[src/rtl/intc_prog_pkg.sv]
package intc_prog_pkg;
  localparam int unsigned BYTE_W = 8;
  localparam int unsigned LINES  = 8;
  localparam int unsigned IDX_W  = $clog2(LINES);

  typedef enum logic [1:0] {
    EOI_NONE,
    EOI_SPEC,
    EOI_NSPEC
  } eoi_e;

  typedef struct packed {
    logic init_hit;
    logic init_ok;
    logic ocw3;
    eoi_e eoi;
    logic eoi_rot;
    logic set_pri;
    logic raeoi_set;
    logic raeoi_clr;
    logic sel_upd;
    logic sel_isr;
    logic smm_upd;
    logic smm_val;
    logic poll;
  } cmd_t;
endpackage

[src/rtl/intc_cmd_decode.sv]
module intc_cmd_decode
  import intc_prog_pkg::*;
(
  input  logic [BYTE_W-1:0] byte_i,
  output cmd_t              cmd_o
);
  always_comb begin
    cmd_o     = '0;
    cmd_o.eoi = EOI_NONE;
    if (byte_i[4]) begin
      cmd_o.init_hit = 1'b1;
      cmd_o.init_ok  = byte_i[0] && (byte_i[3:1] == 3'b000) && (byte_i[7:5] == 3'b000);
    end else if (byte_i[3]) begin
      cmd_o.ocw3    = 1'b1;
      cmd_o.sel_upd = byte_i[1];
      cmd_o.sel_isr = byte_i[0];
      cmd_o.smm_upd = byte_i[6];
      cmd_o.smm_val = byte_i[5];
      cmd_o.poll    = byte_i[2];
    end else if (byte_i[5]) begin
      // bits 7:6 pick rotate / specific
      cmd_o.eoi_rot = byte_i[7];
      if (byte_i[6]) begin
        cmd_o.eoi = EOI_SPEC;
      end else if (byte_i[2:0] == 3'b000) begin
        cmd_o.eoi = EOI_NSPEC;
      end
    end else begin
      if (byte_i[7:6] == 2'b11) begin
        cmd_o.set_pri = 1'b1;
      end else if (byte_i[7:6] == 2'b10 && byte_i[2:0] == 3'b000) begin
        cmd_o.raeoi_set = 1'b1;
      end else if (byte_i[7:6] == 2'b00 && byte_i[2:0] == 3'b000) begin
        cmd_o.raeoi_clr = 1'b1;
      end
    end
  end
endmodule

[src/rtl/intc_isr_pick.sv]
module intc_isr_pick #(
  parameter int unsigned N     = 8,
  parameter int unsigned IDX_W = $clog2(N)
) (
  input  logic [N-1:0]     req_i,
  input  logic [IDX_W-1:0] low_i,
  output logic             found_o,
  output logic [IDX_W-1:0] idx_o
);
  logic [IDX_W-1:0] pos [N];

  for (genvar k = 0; k < N; k++) begin : g_pos
    assign pos[k] = IDX_W'(low_i + IDX_W'(k + 1));
  end

  // smallest offset from the rotation point wins
  always_comb begin
    found_o = 1'b0;
    idx_o   = '0;
    for (int k = N - 1; k >= 0; k--) begin
      if (req_i[pos[k]]) begin
        found_o = 1'b1;
        idx_o   = pos[k];
      end
    end
  end
endmodule

[src/rtl/intc_init_seq.sv]
module intc_init_seq
  import intc_prog_pkg::*;
#(
  parameter bit IS_SECONDARY = 1'b0
) (
  input  logic              clk_i,
  input  logic              rst_ni,
  input  logic              start_i,
  input  logic              wr_i,
  input  logic [BYTE_W-1:0] data_i,
  output logic              active_o,
  output logic [BYTE_W-1:0] vec_o,
  output logic [BYTE_W-1:0] casc_o,
  output logic              aeoi_o
);
  typedef enum logic [1:0] {ST_W2, ST_W3, ST_W4} step_e;

  step_e            step_q;
  logic             active_q;
  logic [BYTE_W-1:0] vec_q, casc_q;
  logic             aeoi_q;
  logic             w3_ok, w4_ok;

  assign w3_ok = !(IS_SECONDARY && (data_i[7:3] != 5'd0));
  assign w4_ok = data_i[0] && !data_i[2] && !data_i[3] && (data_i[7:5] == 3'd0);

  always_ff @(posedge clk_i or negedge rst_ni) begin
    if (!rst_ni) begin
      step_q   <= ST_W2;
      active_q <= 1'b0;
      vec_q    <= '0;
      casc_q   <= '0;
      aeoi_q   <= 1'b0;
    end else if (start_i) begin
      step_q   <= ST_W2;
      active_q <= 1'b1;
    end else if (wr_i && active_q) begin
      unique case (step_q)
        ST_W2: begin
          vec_q  <= data_i;
          step_q <= ST_W3;
        end
        ST_W3: if (w3_ok) begin
          casc_q <= data_i;
          step_q <= ST_W4;
        end
        ST_W4: if (w4_ok) begin
          aeoi_q   <= data_i[1];
          active_q <= 1'b0;
          step_q   <= ST_W2;
        end
        default: step_q <= ST_W2;
      endcase
    end
  end

  assign active_o = active_q;
  assign vec_o    = vec_q;
  assign casc_o   = casc_q;
  assign aeoi_o   = aeoi_q;
endmodule

[src/rtl/intc_prog_port.sv]
module intc_prog_port
  import intc_prog_pkg::*;
#(
  parameter bit IS_SECONDARY = 1'b0
) (
  input  logic              clk_i,
  input  logic              rst_ni,
  input  logic              addr_i,
  input  logic              we_i,
  input  logic              re_i,
  input  logic [BYTE_W-1:0] wdata_i,
  output logic [BYTE_W-1:0] rdata_o,
  input  logic [LINES-1:0]  arb_irr_i,
  input  logic [LINES-1:0]  arb_isr_i,
  output logic [LINES-1:0]  mask_o,
  output logic [BYTE_W-1:0] vec_base_o,
  output logic [BYTE_W-1:0] cascade_o,
  output logic [IDX_W-1:0]  lowest_pri_o,
  output logic              auto_eoi_o,
  output logic              rot_aeoi_o,
  output logic              smm_o,
  output logic              poll_o,
  output logic              init_active_o,
  output logic              clr_isr_o,
  output logic [IDX_W-1:0]  clr_isr_idx_o,
  output logic              rotate_o,
  output logic              flush_o
);
  cmd_t              cmd;
  logic              wr_cmd, wr_dat;
  logic              pick_found;
  logic [IDX_W-1:0]  pick_idx;
  logic              init_active;

  logic [LINES-1:0]  mask_q;
  logic [IDX_W-1:0]  low_q;
  logic              raeoi_q, smm_q, poll_q, sel_isr_q;
  logic [BYTE_W-1:0] rdata_q;
  logic              clr_q, rot_q, flush_q;
  logic [IDX_W-1:0]  clr_idx_q;

  assign wr_cmd = we_i && !addr_i;
  assign wr_dat = we_i && addr_i;

  intc_cmd_decode u_dec (
    .byte_i (wdata_i),
    .cmd_o  (cmd)
  );

  intc_isr_pick #(.N(LINES), .IDX_W(IDX_W)) u_pick (
    .req_i   (arb_isr_i),
    .low_i   (low_q),
    .found_o (pick_found),
    .idx_o   (pick_idx)
  );

  intc_init_seq #(.IS_SECONDARY(IS_SECONDARY)) u_init (
    .clk_i    (clk_i),
    .rst_ni   (rst_ni),
    .start_i  (wr_cmd && cmd.init_hit && cmd.init_ok),
    .wr_i     (wr_dat),
    .data_i   (wdata_i),
    .active_o (init_active),
    .vec_o    (vec_base_o),
    .casc_o   (cascade_o),
    .aeoi_o   (auto_eoi_o)
  );

  always_ff @(posedge clk_i or negedge rst_ni) begin
    if (!rst_ni) begin
      mask_q    <= '0;
      low_q     <= '0;
      raeoi_q   <= 1'b0;
      smm_q     <= 1'b0;
      poll_q    <= 1'b0;
      sel_isr_q <= 1'b0;
      clr_q     <= 1'b0;
      clr_idx_q <= '0;
      rot_q     <= 1'b0;
      flush_q   <= 1'b0;
    end else begin
      clr_q   <= 1'b0;
      rot_q   <= 1'b0;
      flush_q <= 1'b0;
      if (wr_cmd) begin
        if (cmd.init_hit) begin
          if (cmd.init_ok) begin
            mask_q  <= '0;
            low_q   <= IDX_W'(LINES - 1);
            raeoi_q <= 1'b0;
            flush_q <= 1'b1;
          end
        end else if (cmd.ocw3) begin
          if (cmd.sel_upd) sel_isr_q <= cmd.sel_isr;
          if (cmd.smm_upd) smm_q     <= cmd.smm_val;
          if (cmd.poll)    poll_q    <= 1'b1;
        end else begin
          unique case (cmd.eoi)
            EOI_SPEC: begin
              clr_q     <= 1'b1;
              clr_idx_q <= wdata_i[IDX_W-1:0];
            end
            EOI_NSPEC: begin
              clr_q     <= pick_found;
              clr_idx_q <= pick_idx;
            end
            default: ;
          endcase
          if (cmd.eoi != EOI_NONE && cmd.eoi_rot) begin
            low_q <= low_q + 1'b1;
            rot_q <= 1'b1;
          end
          if (cmd.set_pri)   low_q   <= wdata_i[IDX_W-1:0];
          if (cmd.raeoi_set) raeoi_q <= 1'b1;
          if (cmd.raeoi_clr) raeoi_q <= 1'b0;
        end
      end else if (wr_dat && !init_active) begin
        mask_q <= wdata_i;
      end
    end
  end

  always_ff @(posedge clk_i or negedge rst_ni) begin
    if (!rst_ni) begin
      rdata_q <= '0;
    end else if (re_i) begin
      if (addr_i)         rdata_q <= mask_q;
      else if (sel_isr_q) rdata_q <= arb_isr_i;
      else                rdata_q <= arb_irr_i;
    end
  end

  assign rdata_o       = rdata_q;
  assign mask_o        = mask_q;
  assign lowest_pri_o  = low_q;
  assign rot_aeoi_o    = raeoi_q;
  assign smm_o         = smm_q;
  assign poll_o        = poll_q;
  assign init_active_o = init_active;
  assign clr_isr_o     = clr_q;
  assign clr_isr_idx_o = clr_idx_q;
  assign rotate_o      = rot_q;
  assign flush_o       = flush_q;
endmodule

[config.mk]
export PLATFORM = sky130hd
export DESIGN_NAME = intc_prog_port
export DESIGN_NICKNAME = d
export VERILOG_FILES = /design/src/rtl/intc_prog_pkg.sv /design/src/rtl/intc_cmd_decode.sv /design/src/rtl/intc_isr_pick.sv /design/src/rtl/intc_init_seq.sv /design/src/rtl/intc_prog_port.sv
export SDC_FILE = /design/constraint.sdc
export NUM_CORES = 1
export LEC_CHECK = 0
export ABC_AREA = 1
export BUFFER_PORTS_ARGS = -buffer_cell sky130_fd_sc_hd__buf_2
export CAP_MARGIN = 20
export CORE_MARGIN = 1
export CORE_UTILIZATION = 55
export CTS_BUF_LIST = sky130_fd_sc_hd__clkbuf_4
export CTS_CLUSTER_SIZE = 25
export DETAILED_ROUTE_END_ITERATION = 7
export GPL_TIMING_DRIVEN = 0
export PLACE_DENSITY = 0.85
export SYNTH_ARGS = -nofsm -noshare
export SYNTH_HDL_FRONTEND = slang
export SYNTH_SLANG_ARGS = --single-unit
[constraint.sdc]
create_clock -name clk_i -period 2.4 [get_ports clk_i]
set_input_delay 0.36 -clock clk_i [delete_from_list [all_inputs] [get_ports clk_i]]
set_output_delay 0.36 -clock clk_i [all_outputs]
set_load 0.01 [all_outputs]
== Word-level counts from Yosys, hierarchy flattened ==
Cells that the tools add are included.
Operators by class
  multiplexer cells: 82
  equality and inequality tests: 11
  reductions and logical operators: 43
  bitwise operators: 3
  add/sub/neg operators: 7
  order comparisons: 8
Operator list (number)
  $mux 8: 6
  $mux 3: 15
  $mux 1: 40
  $lt 3x4->1 const B: 8
  $reduce_and 4->1: 7
  $bmux 1 s3: 8
  $logic_and 1x1->1: 14
  $mux 2: 7
  $add 3x3->3 const B: 4
  $mux 12: 1
  $reduce_and 3->1: 4
  $reduce_bool 2->1: 6
  $logic_not 3->1: 3
  $eq 2x2->1 const B: 4
  $add 3x2->3 const B: 2
  $mux 6: 1
  $ne 2x2->1 const B: 3
  $pmux 2 s3: 1
  $pmux 3 s2: 1
  $reduce_bool 3->1: 2
  $mux 5: 1
  $eq 2x1->1 const B: 2
  $logic_not 1->1: 4
  $logic_not 2->1: 2
  other kinds (6): 8
Storage, ports and cells
  word-level logic and storage cells: 170
  flip-flop bits (word level): 49
  output and inout port bits: 46
  input port bits: 29

== Logic depth before layout (Yosys ltp) ==
Gate-level depths: netlist of run 1.
  depth after elaboration: 14
  mapped depth: 17
  gate-level depth less buffers: 16

== Modules after synthesis ==
A second synthesis of run 1 with hierarchy kept.
Unflattened totals
  cells, all modules: 451
  area, all modules: 3314.4 sq um
By module, submodules not included
  intc_prog_port: area an instance 1544.0 sq um, cells an instance 197, seq. area each 725.7 sq um, times used 1
  intc_init_seq: area an instance 909.6 sq um, cells an instance 92, seq. area each 500.5 sq um, times used 1
  intc_isr_pick: area an instance 716.9 sq um, cells an instance 128, seq. area each 0.0 sq um, times used 1
  intc_cmd_decode: area an instance 143.9 sq um, cells an instance 34, seq. area each 0.0 sq um, times used 1

== Least setup slack after synthesis of run 1 ==
OpenSTA, ideal clock, no wires.
  kind: reg2reg
  start point: reg low_q[1], in the netlist lowest_pri_o[1]
  end point: reg clr_idx_q[1], in the netlist clr_isr_idx_o[1]
  period minus slack after synthesis: 1971 ps
  stages on the path, launching flop included: 16
  arrival: 1849 ps
  buffers on the path: 1
  library setup time: 122 ps
  slack: 429 ps
  required time: 2278 ps
  cell sequence: dfrtp_1 > buf_6 > inv_6 > ha_1 > inv_2 > nand3_1 > nand3_1 > nand2_2 > a21oi_1 > nand3_1 > nand2_1 > nand2_1 > nand2_1 > nand2_1 > nand2_1 > a21oi_2
Between the ends
  cells in the longest elaborated chain, start to end: 11
  elaborated cells between the ends (all ways): 32
  classes of those cells: add/sub (7); mux (25)
Ends and longest elaborated chain
  from (decl): line intc_prog_port.sv:36  | logic [IDX_W-1:0] low_q;
  from (signal assigned): line intc_prog_port.sv:89  | low_q <= IDX_W'(LINES - 1);
  from (signal assigned): line intc_prog_port.sv:110  | low_q <= low_q + 1'b1;
  from (signal assigned): line intc_prog_port.sv:113  | if (cmd.set_pri) low_q <= wdata_i[IDX_W-1:0];
  $add 3x3->3 or $bmux 1 s3 (tied branches): line intc_isr_pick.sv:13, intc_isr_pick.sv:21
  $bmux 1 s3 or $mux 1 (tied branches): line intc_isr_pick.sv:21  | if (req_i[pos[k]]) begin
  $mux 1 (not written as such) or $mux 3 (tied branches): line intc_isr_pick.sv:21
  $mux 3 (6 in series): line intc_isr_pick.sv:21
  $mux 3 *: line intc_isr_pick.sv:21
  $pmux 3 s2 *: line intc_prog_port.sv:98  | unique case (cmd.eoi)
  to (signal assigned): line intc_prog_port.sv:101  | clr_idx_q <= wdata_i[IDX_W-1:0];
  to (signal assigned): line intc_prog_port.sv:105  | clr_idx_q <= pick_idx;
  to (decl): line intc_prog_port.sv:40  | logic [IDX_W-1:0] clr_idx_q;
Mark *: on every way between the ends. The rest lies on a longest branch, timed or not. The select of a mux whose other input is x is not followed.
A chain may end at the register's enable or synchronous reset.

== Worst setup path after layout of run 1 ==
Ends and elaborated chain as after synthesis.

==> flow_summary.ini, run 1 <==
[outcome]
status = complete, no violations

[cells_and_area]
nNetsFinal = 493
diodes = 0
multi_input_area_um2 = 1520
final_cell_mix = 77 x nand2_1, 73 x buf_2, 49 x dfrtp_1, 39 x nand3_1, 38 x nor2_1
nFillCells = 435
regArea_um2 = 1230
final_common_cell = nand2_1
area_delta_synth_final_pct = 18.0
final_layout_size_suffix_gt1_frac = 0.293

[worst_hold_path]
min_path_type = primary input to flip-flop

[yosys]
synth_warnings = 0
ys_types = 42
synth_top_area_frac = 0.409
syn-instance-count = 378
ys_seq_area_frac = 0.409
synth_edf_count = 0
syn_area_um2 = 3000
synth_top_area_cell = dfrtp_1
synthFlopType = dfrtp_1
synth_nets = 412
synthTopCellsByArea = dfrtp_1 41%, nand2_1 9.6%, nand3_1 6.5%
synth_seq_cells = 49
avgSynthCellArea_um2 = 7.93
async_reset_ff_frac = 1.00

[detailed_routing]
antenna_left = 0
remaining_drc_errors = 0
routedWlPerCell_um = 14.0
drt_iter0_drc = 219
firstDrtPassIters = 4
avgViaCountPerCell = 5.43
via_count = 2877
routed_wl_mm = 7.40

[floorplanning]
floorplan.initialDensity = 0.579
io_pins = 75
core.rowCount = 26
die_w_um = 75.8
die_y_um = 75.8
core_area_um2 = 5170
dieArea_um2 = 5750

[grt]
antenna_found_initial = 0
grt_pass1_wl_mm = 11.9
grt_util_all_layers = 0.277
grt_max_degree = 50
grt_pass1_vias = 2615
gr-total-overflow = 0

[worst_setup_path]
start_kind = flip-flop
path_class = flip-flop to flip-flop
worst_ep_arrival_time_ns = 2.51
cp_max_fo = 9
required_ns = 2.68
crit_path_end_kind = flip-flop

[clocking]
clkSinkCount = 49
cts_made_buffers = 5
clk_latency_ns = 0.38
clock_path_buffers = 2
htreeDepth = 2
clockRootBuffer = clkbuf_4
clk_pin_slew_ns = 0.14
cts_tree = yes
post_cts_buffers = 0

[placed_design]
hpwlAfterDp_mm = 5.75
gp_congestion = 0.953
buffer_ports.inserted = 72

[power]
p_leak_nw = 1.85
p_total_w = 0.00342
peakVddDrop_v = 0.000489
pwr_density_cell_nw_per_um2 = 966

[flow_run]
cap_violations = 0

[timing]
setup_viol = 0
drv_slew = 0
tns_ns = 0
tightest_slew_ns = 0.474
post-route-period-util = 0.930
max-slew-margin-rel = 0.682
rsz0062_at_grt = false
skew_ns = 0.00600
period_minus_slack_ns = 2.23
max_freq_mhz = 448
finalHoldViolCount = 0
Yosys cell counts (2+ instances only):
cell and instances:
a31oi_1 9, nor2_1 38, buf_6 4, a21oi_1 13
nor3_1 2, or3_1 8, nand4_1 3, nand2_1 77
o21ai_0 29, mux2_2 2, or2_2 3, nand3_1 39
nand4_4 2, inv_1 34, ha_1 5, nand2_2 10
nand2_4 2, nand3_2 12, buf_4 2, inv_2 6
dfrtp_1 49, o21ai_1 3, clkbuf_1 4, o22ai_1 3
clkinv_1 2
critical path: stages, from the launching register on:
cell and delay, ns:
dfrtp_1 0.44, buf_6 0.16, inv_6 0.10, ha_2 0.34
inv_2 0.15, nand3_1 0.12, nand3_1 0.16, nand2_2 0.09
a21oi_1 0.12, nand3_1 0.10, nand2_1 0.06, nand2_1 0.05
nand2_1 0.05, nand2_1 0.04, nand2_1 0.08, a21oi_2 0.06
area by class of cell:
| cell class | instances | share of cell area |
|---|---|---|
| sequential | 49 | 0.347 |
| clock buffer | 5 | 0.0106 |
| buffer | 12 | 0.0237 |
| inverter | 44 | 0.0488 |
| clock inverter | 3 | 0.00602 |
| multi-input combinational | 273 | 0.429 |
| tap | 70 | 0.0248 |
| timing repair buffer | 74 | 0.110 |
stage by stage:
stage	area (um^2)	cells	setup WS [ns]	utilization	hold WS [ns]
after floorplan	3000	378	0.429	-	0.0644
after global placement	3440	520	0.222	0.666	0.439
after detailed placement	3440	520	0.175	0.666	0.442
after CTS	3500	528	0.150	0.677	0.176
after global routing	3540	530	0.0497	0.684	0.254
final	3540	530	0.169	0.684	0.256
kinds of logic (layout without fill, tap and decap cells):
group,Yosys count,in the layout,synth area share
compound gates,63,63,0.119
xor+xnor,3,3,0.0175
fa+ha+maj,5,5,0.0209
buf+inv,56,138,0.0856
flops,49,49,0.409
mux,2,2,0.00752
simple gates,200,200,0.341
sequential cells by signal, summed over array words and instances, names as in the netlist, 2 cells and up:
signal / cells
u_init.casc_o: 8
u_init.step_q: 2
u_init.vec_o: 8
mask_o: 8
clr_isr_idx_o: 3
rdata_o: 8
lowest_pri_o: 3
routing by layer:
layer | vias to the layer above | track usage | share of wire
li1 | 1418 | - | -
met1 | 1345 | 0.367 | 0.44
met2 | 104 | 0.460 | 0.49
met3 | 10 | 0.0542 | 0.061
met4 | 0 | 0.0802 | 0.012
met5 | - | 0 | 0
path summary, 6_finish.rpt:
check	startpoint	to	slack [ns]	depth (start not counted)
worst max-delay path	lowest_pri_o[1]	clr_isr_idx_o[1]	0.17	15
worst min-delay path	wdata_i[5]	smm_o	0.26	2
worst max register to register	lowest_pri_o[1]	clr_isr_idx_o[1]	0.17	15
worst min register to register	poll_o	poll_o	0.47	1
max in group asynchronous	rst_ni	clr_isr_o	1.52	3
min in group asynchronous	rst_ni	u_init.vec_o[1]	0.39	2
timing repair:
item	CTS	global route
hold buffers	0	1
endpoints found under the hold margin	0	13
resized for setup	0	1
endpoints found under the setup margin	0	2
where the power goes:
group | leakage [nW] | total (W) | switching, W | internal [W]
combinational | 1.21 | 0.00182 | 0.00113 | 0.000690
sequential | 0.612 | 0.00121 | 0.000156 | 0.00105
clock | 0.0332 | 0.000395 | 0.000278 | 0.000117
total | 1.85 | 0.00342 | 0.00156 | 0.00186
(Power assumes the default switching activity.)
==> run 2, diff against run 1 <==
Settings changed: SETUP_SLACK_MARGIN set to 0.5.
==> flow_summary.ini, run 2 (synthesis results as in run 1) <==
[cells_and_area]
nNetsFinal = 501
diodes = 0
final_cell_mix = 76 x nand2_1, 73 x buf_2, 48 x dfrtp_1, 36 x nor2_1, 34 x inv_1
final_layout_size_suffix_gt1_frac = 0.333
final_common_cell = nand2_1
area_delta_synth_final_pct = 23.7
nFillCells = 405

[worst_setup_path]
crit_path_end_kind = flip-flop
path_class = flip-flop to flip-flop
required_ns = 2.70
start_kind = flip-flop
worst_ep_arrival_time_ns = 2.31
cp_max_fo = 3
slowest_stage = dfrtp_1
slowest_delay_ns = 0.43
crit_path_cell_trace = buf_4, ha_1, xnor2_1, nand3_2, nand2_2, inv_2, nand2_1, nand2_1, nand2_1, nand2_2, nand3_2, nand3_2, a21boi_2

[grt]
grt_pass1_vias = 2647
grt_max_degree = 50
grt_pass1_wl_mm = 12.1
grt_util_all_layers = 0.278
antenna_found_initial = 0
gr-total-overflow = 0

[detailed_routing]
routedWlPerCell_um = 14.6
drt_iter0_drc = 242
avgViaCountPerCell = 5.57
remaining_drc_errors = 0
via_count = 2996
wl_met1_mm = 3.48
firstDrtPassIters = 6
routed_wl_mm = 7.86
wl_met3_um = 482
highest_layer = met4
antenna_left = 0
met2_length_mm = 3.81

[power]
p_leak_nw = 1.92
combPwrFrac = 0.569
p_int_w = 0.00199
switching_share = 0.461
pwr_density_cell_nw_per_um2 = 998
peakVddDrop_v = 0.000591
p_seq_frac = 0.324
netSwitchingPower_w = 0.00171
power_frac_clock = 0.107

[timing]
timing.hold.ws_ns = 0.276
drv_slew = 0
tightest_slew_ns = 0.467
skew_ns = 0.0149
max_freq_mhz = 496
period_minus_slack_ns = 2.01
setup_viol = 0
tns_ns = 0
rsz0062_at_grt = true
post-route-period-util = 0.839
max-slew-margin-rel = 0.686
finalHoldViolCount = 0

[floorplanning]
io_pins = 75
die_w_um = 75.8
core_area_um2 = 5170
dieArea_um2 = 5750
core.rowCount = 26
floorplan.initialDensity = 0.579
die_y_um = 75.8

[placed_design]
gp_congestion = 0.950
hpwlAfterDp_mm = 5.66
buffer_ports.inserted = 72

[clocking]
cts_made_buffers = 5
htreeDepth = 2
clkSinkCount = 49
clk_pin_slew_ns = 0.14
clockRootBuffer = clkbuf_4
cts_tree = yes
clock_path_buffers = 2
clk_latency_ns = 0.37

[flow_run]
cap_violations = 0

[outcome]
status = complete, no violations

[worst_hold_path]
min_path_type = primary input to flip-flop
==> run 2: cell types whose count changed in the layout (fill, tap and decap cells not counted), moves of 2 or more <==
cell,change
nor2_1,-2
nor2_2,+2
nand3_1,-9
nand3_4,+4
buf_4,+8
nand3_2,+5
inv_2,-2
==> run 2: final cells by class <==
cell class	count	area (um^2)	share of cell area
Clock buffer	5	37.5	0.0101
Inverter	44	185	0.0499
Tap cell	70	87.6	0.0236
Sequential cell	49	1230	0.331
Buffer	12	83.8	0.0226
Multi-Input combinational cell	273	1610	0.435
Clock inverter	3	21.3	0.00574
Timing Repair Buffer	82	450	0.121
==> run 2: power groups by stage <==
stage	Combinational, W	Clock, W	Sequential, W
finish	0.00210	0.000397	0.00120
global route	0.00233	0.000445	0.00122
CTS	0.00189	0.000406	0.00120
detailed placement	0.00182	0	0.00121
global placement	0.00176	0	0.00121
floorplan	0.00121	0	0.00130
==> run 2: stage by stage <==
step / area [um^2] / util / setup WS (ns) / total power [W] / instances
finish: 3710 / 0.717 / 0.386 / 0.00370 / 538
global route: 3710 / 0.717 / 0.250 / 0.00400 / 538
CTS: 3560 / 0.689 / 0.506 / 0.00349 / 532
detailed placement: 3460 / 0.668 / 0.315 / 0.00303 / 520
global placement: 3460 / 0.668 / 0.366 / 0.00297 / 520
floorplan: 3010 / - / 0.555 / 0.00251 / 378
==> run 2: final timing paths <==
check	depth (start not counted)	slack (ns)	to	startpoint
setup / recovery	13	0.39	clr_isr_idx_o[0]	lowest_pri_o[1]
hold / removal	2	0.28	smm_o	wdata_i[5]
setup reg to reg	13	0.39	clr_isr_idx_o[0]	lowest_pri_o[1]
hold reg to reg	1	0.48	poll_o	poll_o
max in group asynchronous	3	1.58	lowest_pri_o[0]	rst_ni
min in group asynchronous	2	0.33	rdata_o[1]	rst_ni
==> run 2: metal layers <==
metal / GRT usage / vias up
met5: 0 / -
met4: 0.0885 / 0
met3: 0.0410 / 9
met2: 0.463 / 134
met1: 0.375 / 1427
li1: - / 1426
==> run 2: what timing repair did <==
action,in CTS,in global routing
pin swaps,3,4
resized for setup,6,18
endpoints found under the hold margin,0,6
setup buffers,4,4
gates cloned,0,0
hold buffers,0,1
setup endpoints to repair,4,6
==> run 2: critical path: cells and delay by family, from the launching register on <==
kind	cells	cell delay, ns
adder cells (fa/ha/maj)	1	0.24
XOR/XNOR	1	0.28
buffers and inverters	2	0.20
AO/OA/AOI/OAI	1	0.13
AND/OR/NAND/NOR	8	0.68
flip-flops	1	0.43
